$ cat config.mk
export PLATFORM = sky130hd
export DESIGN_NAME = rd_undef_guard
export DESIGN_NICKNAME = d
export VERILOG_FILES = /design/src/rtl/rdinj_pkg.sv /design/src/rtl/rdinj_bound.sv /design/src/rtl/rdinj_lfsr.sv /design/src/rtl/rdinj_align.sv /design/src/rtl/rdinj_wr_check.sv /design/src/rtl/rd_undef_guard.sv
export SDC_FILE = /design/constraint.sdc
export NUM_CORES = 1
export LEC_CHECK = 0
export ABC_CLOCK_PERIOD_IN_PS = 1600
export CORE_MARGIN = 4
export CORE_UTILIZATION = 36
export CTS_CLUSTER_DIAMETER = 60
export CTS_CLUSTER_SIZE = 30
export DETAILED_ROUTE_END_ITERATION = 12
export PLACE_DENSITY_LB_ADDON = 0.05
export SYNTH_ARGS = -nofsm -noshare
export SYNTH_HDL_FRONTEND = slang
export SYNTH_SLANG_ARGS = --single-unit
$ cat constraint.sdc
create_clock -name clk_i -period 1.6 [get_ports clk_i]
set_input_delay 0.48 -clock clk_i [delete_from_list [all_inputs] [get_ports clk_i]]
set_output_delay 0.48 -clock clk_i [all_outputs]
set_load 0.01 [all_outputs]
$ cat src/rtl/rdinj_pkg.sv
package rdinj_pkg;
  localparam int unsigned DW = 32;
  localparam logic [DW-1:0] LFSR_POLY = 32'h8020_0003;

  function automatic logic [DW-1:0] lfsr_step(input logic [DW-1:0] s);
    lfsr_step = s[0] ? ((s >> 1) ^ LFSR_POLY) : (s >> 1);
  endfunction
endpackage

$ cat src/rtl/rdinj_bound.sv
module rdinj_bound #(
  parameter int unsigned AW    = 5,
  parameter int unsigned DEPTH = 30
) (
  input  logic          en_i,
  input  logic [AW-1:0] addr_i,
  output logic          oob_o
);
  localparam bit          FULL    = (DEPTH == (1 << AW));
  localparam logic [AW:0] DEPTH_W = (AW+1)'(DEPTH);

  generate
    if (FULL) begin : g_full
      assign oob_o = 1'b0;
    end else begin : g_part
      assign oob_o = en_i & ({1'b0, addr_i} >= DEPTH_W);
    end
  endgenerate
endmodule

$ cat src/rtl/rdinj_lfsr.sv
module rdinj_lfsr
  import rdinj_pkg::*;
#(
  parameter logic [DW-1:0] SEED = 32'h0000_0001
) (
  input  logic          clk_i,
  input  logic          rst_ni,
  input  logic          adv_i,
  output logic [DW-1:0] word_o
);
  logic [DW-1:0] state_q;
  logic          seen_q;

  always_ff @(posedge clk_i or negedge rst_ni) begin
    if (!rst_ni) begin
      state_q <= SEED;
      seen_q  <= 1'b0;
    end else begin
      seen_q <= 1'b1;
      if (adv_i) state_q <= lfsr_step(state_q);
    end
  end

  assign word_o = state_q;


  lfsr_nonzero_chk: assert property (@(posedge clk_i) disable iff (!rst_ni) state_q != '0);

  lfsr_hold_chk: assert property (@(posedge clk_i) disable iff (!rst_ni)
    (seen_q && !$past(adv_i)) |-> $stable(state_q));

  lfsr_move_chk: assert property (@(posedge clk_i) disable iff (!rst_ni)
    (seen_q && $past(adv_i)) |-> (state_q != $past(state_q)));
endmodule

$ cat src/rtl/rdinj_align.sv
module rdinj_align #(
  parameter int unsigned LAT = 1
) (
  input  logic clk_i,
  input  logic rst_ni,
  input  logic flag_i,
  output logic sel_o
);
  generate
    if (LAT == 0) begin : g_comb
      assign sel_o = flag_i;
    end else begin : g_reg
      logic flag_q;
      logic seen_q;
      always_ff @(posedge clk_i or negedge rst_ni) begin
        if (!rst_ni) begin
          flag_q <= 1'b0;
          seen_q <= 1'b0;
        end else begin
          flag_q <= flag_i;
          seen_q <= 1'b1;
        end
      end
      assign sel_o = flag_q;


      sel_align_chk: assert property (@(posedge clk_i) disable iff (!rst_ni)
        seen_q |-> (sel_o == $past(flag_i)));
    end
  endgenerate
endmodule

$ cat src/rtl/rdinj_wr_check.sv
module rdinj_wr_check #(
  parameter int unsigned AW     = 5,
  parameter int unsigned DEPTH  = 30,
  parameter bit          ENABLE = 1'b1
) (
  input  logic          clk_i,
  input  logic          rst_ni,
  input  logic          wr_en_i,
  input  logic [AW-1:0] wr_addr_i,
  output logic          err_o
);
  generate
    if (ENABLE) begin : g_on
      logic hit;
      logic err_q;
      logic seen_q;
      rdinj_bound #(.AW(AW), .DEPTH(DEPTH)) u_bound (
        .en_i  (wr_en_i),
        .addr_i(wr_addr_i),
        .oob_o (hit)
      );
      always_ff @(posedge clk_i or negedge rst_ni) begin
        if (!rst_ni) begin
          err_q  <= 1'b0;
          seen_q <= 1'b0;
        end else begin
          err_q  <= hit;
          seen_q <= 1'b1;
        end
      end
      assign err_o = err_q;


      wr_oob_chk: assert property (@(posedge clk_i) disable iff (!rst_ni)
        seen_q |-> (err_o == $past(wr_en_i && ({1'b0, wr_addr_i} >= (AW+1)'(DEPTH)))));
    end else begin : g_off
      assign err_o = 1'b0;
    end
  endgenerate
endmodule

$ cat src/rtl/rd_undef_guard.sv
module rd_undef_guard
  import rdinj_pkg::*;
#(
  parameter int unsigned     AW        = 5,
  parameter int unsigned     DEPTH     = 30,
  parameter int unsigned     READ_LAT  = 1,
  parameter bit              RUW_UNDEF = 1'b1,
  parameter bit              WR_CHECK  = 1'b1,
  parameter logic [DW-1:0]   SEED      = 32'h0000_0001
) (
  input  logic          clk_i,
  input  logic          rst_ni,
  input  logic          rd_en_i,
  input  logic [AW-1:0] rd_addr_i,
  input  logic [DW-1:0] mem_rdata_i,
  input  logic          wr_en_i,
  input  logic [AW-1:0] wr_addr_i,
  output logic [DW-1:0] rd_data_o,
  output logic          wr_oob_err_o
);
  localparam bit USE_RWC = (READ_LAT == 1) && RUW_UNDEF;

  logic          rd_off, rd_oob, rd_rwc, do_rand, sel;
  logic [DW-1:0] rnd;

  assign rd_off = ~rd_en_i;

  rdinj_bound #(.AW(AW), .DEPTH(DEPTH)) u_rd_bound (
    .en_i  (rd_en_i),
    .addr_i(rd_addr_i),
    .oob_o (rd_oob)
  );

  generate
    if (USE_RWC) begin : g_rwc
      assign rd_rwc = rd_en_i & wr_en_i & (rd_addr_i == wr_addr_i);
    end else begin : g_no_rwc
      assign rd_rwc = 1'b0;
    end
  endgenerate

  assign do_rand = rd_off | rd_oob | rd_rwc;

  rdinj_align #(.LAT(READ_LAT)) u_align (
    .clk_i (clk_i),
    .rst_ni(rst_ni),
    .flag_i(do_rand),
    .sel_o (sel)
  );

  rdinj_lfsr #(.SEED(SEED)) u_lfsr (
    .clk_i (clk_i),
    .rst_ni(rst_ni),
    .adv_i (sel),
    .word_o(rnd)
  );

  assign rd_data_o = sel ? rnd : mem_rdata_i;

  rdinj_wr_check #(.AW(AW), .DEPTH(DEPTH), .ENABLE(WR_CHECK)) u_wr_check (
    .clk_i    (clk_i),
    .rst_ni   (rst_ni),
    .wr_en_i  (wr_en_i),
    .wr_addr_i(wr_addr_i),
    .err_o    (wr_oob_err_o)
  );

  generate
    if (READ_LAT == 1) begin : g_chk1
      logic seen_q;
      always_ff @(posedge clk_i or negedge rst_ni) begin
        if (!rst_ni) seen_q <= 1'b0;
        else         seen_q <= 1'b1;
      end

      pass_through_chk: assert property (@(posedge clk_i) disable iff (!rst_ni)
        (seen_q && $past(rd_en_i && ({1'b0, rd_addr_i} < (AW+1)'(DEPTH))
                         && !(USE_RWC && wr_en_i && rd_addr_i == wr_addr_i)))
        |-> (rd_data_o == mem_rdata_i));

      off_rand_chk: assert property (@(posedge clk_i) disable iff (!rst_ni)
        (seen_q && $past(!rd_en_i)) |-> (rd_data_o == rnd));
    end
  endgenerate
endmodule

### Word level (Yosys, flattened, before mapping)

Index checks and enable logic that the tools add are counted.

* bitwise logic cells: 8
* shift-type cells: 0
* reductions and logical operators: 0
* $add $sub $neg: 0
* divide/modulo/power cells: 0
* order comparisons: 2
* equality and inequality tests: 1
* multiply operators: 0
* multiplexer cells: 2

Operator list (count)
* $mux W32: 2
* $ge A5 B5 Y1 const B: 2
* $eq A5 B5 Y1: 1
* $and A1 B1 Y1: 4
* $not A3 Y4: 1
* $or A1 B1 Y1: 2
* $not A1 Y1: 1

* input port bits: 46
* bits in writable memories: 0
* word-level logic and storage cells: 16
* register bits after elaboration: 34
* ROM bits: 0
* bits in latches: 0
* output and inout bits: 33
* memories kept: 0

### Depth between registers and ports, before layout

Gate-level depths: netlist (run 1).

* word-level depth: 4
* depth in mapped cells: 4
* mapped depth without buffers: 3

### Cells and area by module

Synthesis (run 1) repeated with hierarchy kept, for this count alone.

* cell total of the unflattened synthesis: 125
* area total of the unflattened synthesis: 1879.3 sq um

Modules (own cells, without submodules)
* rdinj_lfsr: times used 1, seq. area each 802.0 sq um, area each 1332.5 sq um, cells an instance 73
* rd_undef_guard: times used 1, seq. area each 0.0 sq um, area each 471.7 sq um, cells an instance 44
* rdinj_align: times used 1, seq. area each 25.0 sq um, area each 25.0 sq um, cells an instance 1
* rdinj_bound: times used 2, seq. area each 0.0 sq um, area each 12.5 sq um, cells an instance 3
* rdinj_wr_check: times used 1, seq. area each 25.0 sq um, area each 25.0 sq um, cells an instance 1

### Worst setup path after synthesis (run 1)

Ideal clock, no wire load.

* path kind: flip-flop to output port
* start point: register u_align.g_reg.flag_q (netlist: u_align.sel_o)
* end point: output rd_data_o[0]
* data required time: 1120 ps
* data arrival time: 983 ps
* buffers on the path: 2
* cell stages (with the launch flop): 4
* slack: 137 ps
* path through: dfrtp_1 -> buf_6 -> buf_2 -> o21ai_0

* longest elaborated chain between the ends: 1

RTL lines
* from (decl): RTL line rdinj_align.sv:13 `logic flag_q;`
* from (signal assigned): RTL line rdinj_align.sv:20 `flag_q <= flag_i;`
* $mux W32: RTL line rd_undef_guard.sv:58 `assign rd_data_o = sel ? rnd : mem_rdata_i;`
* to (decl): RTL line rd_undef_guard.sv:18 `output logic [DW-1:0] rd_data_o,`

No other way between the ends.

### Worst setup path after layout (run 1)

* start point: register u_align.g_reg.flag_q (netlist: u_align.sel_o)
* end point: output rd_data_o[28]

Same word-level chain as after synthesis.

==> results of run 1 <==
-- logic make-up (layout without fill, tap and decap cells) --
group,after synthesis,after routing,share of synthesized area
buffers and inverters,69,176,0.171
AO/OA/AOI/OAI,62,62,0.184
AND/OR/NAND/NOR,38,38,0.0878
flip-flops,34,34,0.502
XOR/XNOR,8,8,0.0413
multiplexers,2,2,0.0133
-- area by class of cell --
class	count	share of cell area
repair buffers	110	0.353
flip-flops and latches	34	0.285
multi-input cells	110	0.241
inverters	59	0.0740
clock buffers	7	0.0255
well taps	52	0.0217
-- stage by stage --
step	setup TNS (ns)	hold WS, ns	setup WS (ns)	cells
floorplan	0	0.184	0.137	213
global placement	-16.83	0.421	-0.545	342
detailed placement	-17.20	0.425	-0.584	342
CTS	-7.69	0.116	-0.264	368
global route	-8.26	0.128	-0.294	372
finish	-6.31	0.112	-0.248	372
-- cells in the mapped netlist (all sizes together) --
master   n
nand4    2
dfstp    1
mux2     2
o21ai   59
a21oi    2
clkbuf   3
buf      7
o211ai   1
nor2     3
nand2   32
inv     59
nand3    1
xnor2    8
dfrtp   33
-- path summary, 6_finish.rpt --
path | startpoint | to | slack, ns | depth (start not counted)
hold / removal | rst_ni | u_lfsr.word_o[18] | 0.11 | 1
setup reg to reg | u_align.sel_o | u_lfsr.word_o[0] | 0.20 | 7
setup / recovery | u_align.sel_o | rd_data_o[28] | -0.25 | 4
min in group clk_i | u_lfsr.word_o[16] | u_lfsr.word_o[15] | 0.51 | 2
max in group asynchronous | rst_ni | u_lfsr.word_o[0] | 0.98 | 2
hold reg to reg | u_lfsr.word_o[16] | u_lfsr.word_o[15] | 0.51 | 2
-- where the power goes --
part	switching [W]	internal, W
clock network	0.000291	0.000299
logic	0.000531	0.000652
registers	0.000195	0.00111
-- critical path: cells and delay by family (launching register included) --
family                 cells  cell delay (ns)
DFF                        1             0.49
buffers and inverters      3             0.46
AOI/OAI and AO/OA          1             0.12
-- sequential cells by signal, summed over array words and instances (netlist names) --
name              flops
u_lfsr.word_o        32
u_wr_check.err_o      1
u_align.sel_o         1
-- routing by layer --
metal | GRT usage | wire length, um | vias up
li1 | - | - | 857
met1 | 0.186 | 1970 | 771
met2 | 0.264 | 2220 | 53
met3 | 0.0585 | 325 | 6
met4 | 0.0489 | 58 | 0
met5 | 0 | 0 | -
-- what timing repair did --
action	in CTS	in global routing
pin swaps	13	4
setup endpoints to repair	33	32
resized for setup	204	14
cloned	4	1
buffers inserted	15	5
==> results.sh, run 1 <==
export IMPL_path_class="reg2out"
export IMPL_cts_sinks=34
export IMPL_worst_pin_slew_ns=0.380
export IMPL_syn_num_nets=259
export IMPL_first_iter_violations=61
export IMPL_wl_um=4570
export IMPL_final_common_cell="inv_1"
export IMPL_leakagePower_nw=1.55
export IMPL_relSlewSlack=0.747
export IMPL_place_area_mm2=0.00257
export IMPL_cts_tree="built"
export IMPL_cellPowerDensity_mw_per_mm2=1030
export IMPL_fin_crit_ns=1.85
export IMPL_crit_fanout=6
export IMPL_synth_largest_area_cell="dfrtp_1"
export IMPL_rsz0062_at_grt="yes"
export IMPL_dr_pass1_iters=4
export IMPL_gr_total_overflow=0
export IMPL_grt_antenna_before_repair=0
export IMPL_grt_usage=0.157
export IMPL_cp_end_kind="output pin"
export IMPL_diodes=0
export IMPL_synthDistinctLibCells=17
export IMPL_most_common_layout_cells="inv_1 (59), clkdlybuf4s50_1 (44), dfrtp_1 (32)"
export IMPL_critPathMaxStageDelay_ns=0.49
export IMPL_htreeDepth=2
export IMPL_ir_drop_v=0.000498
export IMPL_num_io_pins=79
export IMPL_die_x_um=76.7
export IMPL_drc=0
export IMPL_cts_hold_buffers=0
export IMPL_regArea_um2=853
export IMPL_max_cap_violations=0
export IMPL_n_fill_cell=365
export IMPL_syn_inst=213
export IMPL_die_h_um=76.7
export IMPL_synth_ff_latch_count=34
export IMPL_fin_nets=366
export IMPL_ant_nets=0
export IMPL_viasPerCell=4.53
export IMPL_setup_ws_ns=-0.248
export IMPL_fin_worst_skew_ns=0.00620
export IMPL_required_ns=1.12
export IMPL_routedWlPerCell_um=12.3
export IMPL_power_w=0.00308
export IMPL_path_clk_slew_ns=0.06
export IMPL_port_buffers=78
export IMPL_row_count=24
export IMPL_synth_area_mm2=0.00170
export IMPL_grt_pass1_vias=1625
export IMPL_cp_start_kind="flop"
export IMPL_grt_max_degree=26
export IMPL_violations="setup timing"
export IMPL_maxSlewViolCount=0
export IMPL_fin_crit_sh=1.16
export IMPL_vias=1687
export IMPL_start_util=0.382
export IMPL_final_cell_area_mm2=0.00299
export IMPL_synth_top_area_frac=0.487
export IMPL_ys_warn_count=0
export IMPL_fmax_mhz=541
export IMPL_crit_chain="buf_12, clkbuf_16, o21ai_1, buf_2"
export IMPL_fin_util=0.673
export IMPL_synth_area_leaders="dfrtp_1 (49%), o21ai_0 (17%), inv_1 (13%)"
export IMPL_setup_viol=32
export IMPL_clockRootBuffer="clkbuf_8"
export IMPL_grt_pass1_wl_um=7540
export IMPL_insertion_delay_ns=0.28
export IMPL_place_gp_congestion=0.691
export IMPL_slowest_stage="dfrtp_2"
export IMPL_hold_viol=0
export IMPL_cts_inserted_buffers=5
export IMPL_arrival_ns=1.37
export IMPL_cts_max_path_buffers=2
export IMPL_ys_seq_area_frac=0.502
export IMPL_hold_class="in2async"
export IMPL_core_mm2=0.00444
export IMPL_multiInputGateArea_um2=721
export IMPL_syn_area_per_cell_um2=7.97
export IMPL_layout_drive_gt1_share=0.331
export IMPL_post_dp_hpwl_um=2830
export IMPL_dieArea_mm2=0.00588
export IMPL_status="finished with violations"
export IMPL_area_delta_synth_final_pct=76.4
No activity file was read; power rests on OpenSTA's default activity.
==> run 2: changes to the inputs <==
Settings changed: CTS_BUF_LIST from default to sky130_fd_sc_hd__clkbuf_4 sky130_fd_sc_hd__clkbuf_8 sky130_fd_sc_hd__clkbuf_16.
==> run 2 against run 1 <==
Net effect:
- the flow still finishes with violations (setup timing)
- first-iteration DRC count shrank 15%
- flip-flop and latch count is the same
- worst hold slack is essentially flat
- non-clock buffer count is the same
- global-route usage shrank 0.30 points
- via count shrank 0.65%
- register-to-register slack is essentially flat
==> results.sh, run 2 (synthesis results as in run 1) <==
export IMPL_status="finished with violations"
export IMPL_violations="setup timing"
export IMPL_instances_no_fill=372
export IMPL_required_ns=1.12
export IMPL_crit_chain="buf_12, mux2_4, buf_6"
export IMPL_maxSlewViolCount=0
export IMPL_path_clk_slew_ns=0.06
export IMPL_critPathMaxStageDelay_ns=0.49
export IMPL_worst_pin_slew_ns=0.377
export IMPL_grt_antenna_before_repair=0
export IMPL_fin_crit_ns=1.85
export IMPL_cellPowerDensity_mw_per_mm2=1030
export IMPL_vias=1676
export IMPL_leakagePower_nw=1.56
export IMPL_hold_class="in2async"
export IMPL_largest_reg_flops=32
export IMPL_sw_frac_of_total=0.323
export IMPL_cp_top_family="flip-flops"
export IMPL_cp_buffers_inverters=2
export IMPL_crit_fanout=6
export IMPL_viasPerCell=4.51
export IMPL_fin_crit_sh=1.16
export IMPL_reg2regPathDepth=7
export IMPL_seqPwrFrac=0.420
export IMPL_num_io_pins=79
export IMPL_post_dp_hpwl_um=2830
export IMPL_place_gp_congestion=0.691
export IMPL_die_x_um=76.7
export IMPL_routedWlPerCell_um=12.0
export IMPL_gr_total_overflow=0
export IMPL_cp_start_kind="flop"
export IMPL_pwr_share_clk=0.200
export IMPL_first_iter_violations=52
export IMPL_hold_viol=0
export IMPL_layout_drive_gt1_share=0.334
export IMPL_diodes=0
export IMPL_combinationalPowerShare=0.379
export IMPL_area_delta_synth_final_pct=76.7
export IMPL_fin_worst_skew_ns=0.00293
export IMPL_htreeDepth=2
export IMPL_insertion_delay_ns=0.28
export IMPL_grt_usage=0.154
export IMPL_clockRootBuffer="clkbuf_8"
export IMPL_fin_nets=366
export IMPL_ant_nets=0
export IMPL_final_common_cell="inv_1"
export IMPL_worstReg2RegEnd="u_lfsr.word_o[0]"
export IMPL_n_fill_cell=364
export IMPL_slowest_stage="dfrtp_2"
export IMPL_wl_um=4460
export IMPL_reg2reg_slack_ns=0.20
export IMPL_dr_pass1_iters=4
export IMPL_grt_pass1_wl_um=7400
export IMPL_cts_max_path_buffers=2
export IMPL_setup_viol=32
export IMPL_relSlewSlack=0.748
export IMPL_path_class="reg2out"
export IMPL_die_h_um=76.7
export IMPL_dp_cells=342
export IMPL_setup_ws_ns=-0.248
export IMPL_most_common_layout_cells="inv_1 (59), clkdlybuf4s50_1 (44), dfrtp_1 (32)"
export IMPL_arrival_ns=1.37
export IMPL_fin_util=0.675
export IMPL_crit_start="u_align.sel_o"
export IMPL_rsz0062_at_grt="yes"
export IMPL_core_mm2=0.00444
export IMPL_cp_end_kind="output pin"
export IMPL_row_count=24
export IMPL_dieArea_mm2=0.00588
export IMPL_start_util=0.382
export IMPL_p_switching_w=0.00100
export IMPL_cts_sinks=34
export IMPL_internal_power_w=0.00209
export IMPL_cts_hold_buffers=0
export IMPL_port_buffers=78
export IMPL_grt_pass1_vias=1608
export IMPL_drc=0
export IMPL_max_cap_violations=0
export IMPL_grt_max_degree=26
export IMPL_reg2reg_from="u_align.sel_o"
export IMPL_fmax_mhz=541
export IMPL_cts_inserted_buffers=5
export IMPL_cts_tree="built"
export IMPL_ir_drop_v=0.000511
run 2: metal layers:
metal  vias to the layer above  wire length (um)  share of wire  GRT usage
met5                         -                 0              0          0
met2                        51              2150           0.48      0.257
li1                        858                 -              -          -
met4                         0                58          0.013     0.0489
met1                       761              1930           0.43      0.184
met3                         6               322          0.072     0.0585
run 2: power by group through the flow:
stage                     clock, W  sequential [W]  combinational [W]
after global placement           0         0.00124            0.00104
after floorplan                  0         0.00123           0.000482
after CTS                 0.000645         0.00129            0.00114
after global routing      0.000681         0.00133            0.00130
final                     0.000620         0.00130            0.00117
after detailed placement         0         0.00125            0.00106
run 2: area by class of cell:
type                    count  area, um2  area share
multi-input cells         110        718       0.240
inverters                  59        221      0.0739
clock buffers               7       83.8      0.0280
repair buffers            110       1060       0.352
well taps                  52       65.1      0.0217
flip-flops and latches     34        853       0.285
run 2: repair_timing:
action | 4_1_cts | 5_1_grt
endpoints found under the setup margin | 33 | 32
buffers inserted | 15 | 5
resized for setup | 204 | 13
pin swaps | 13 | 4
gates cloned | 4 | 1
run 2: how the worst max path moves through the flow:
stage          cells after the start             to
2_1_floorplan                      3   rd_data_o[0]
3_3_place_gp                       4  rd_data_o[18]
3_5_place_dp                       4  rd_data_o[29]
4_1_cts                            5  rd_data_o[30]
5_1_grt                            3  rd_data_o[22]
6_report                           3  rd_data_o[22]
run 2: worst reg2reg max path: cells and delay by family, from the launching register on:
kind	cells	cell delay [ns]
buf+inv	5	0.65
flops	1	0.50
xor+xnor	1	0.13
simple gates	1	0.05
run 2: per-stage QoR:
step | instance area, um2 | total power, W | setup slack, ns | TNS (ns) | hold slack (ns)
6_report | 3000 | 0.00310 | -0.248 | -6.27 | 0.111
5_1_grt | 3000 | 0.00331 | -0.298 | -8.26 | 0.128
3_3_place_gp | 2570 | 0.00228 | -0.545 | -16.83 | 0.421
3_5_place_dp | 2570 | 0.00230 | -0.584 | -17.20 | 0.425
2_1_floorplan | 1700 | 0.00171 | 0.137 | 0 | 0.184
4_1_cts | 2940 | 0.00307 | -0.263 | -7.68 | 0.116
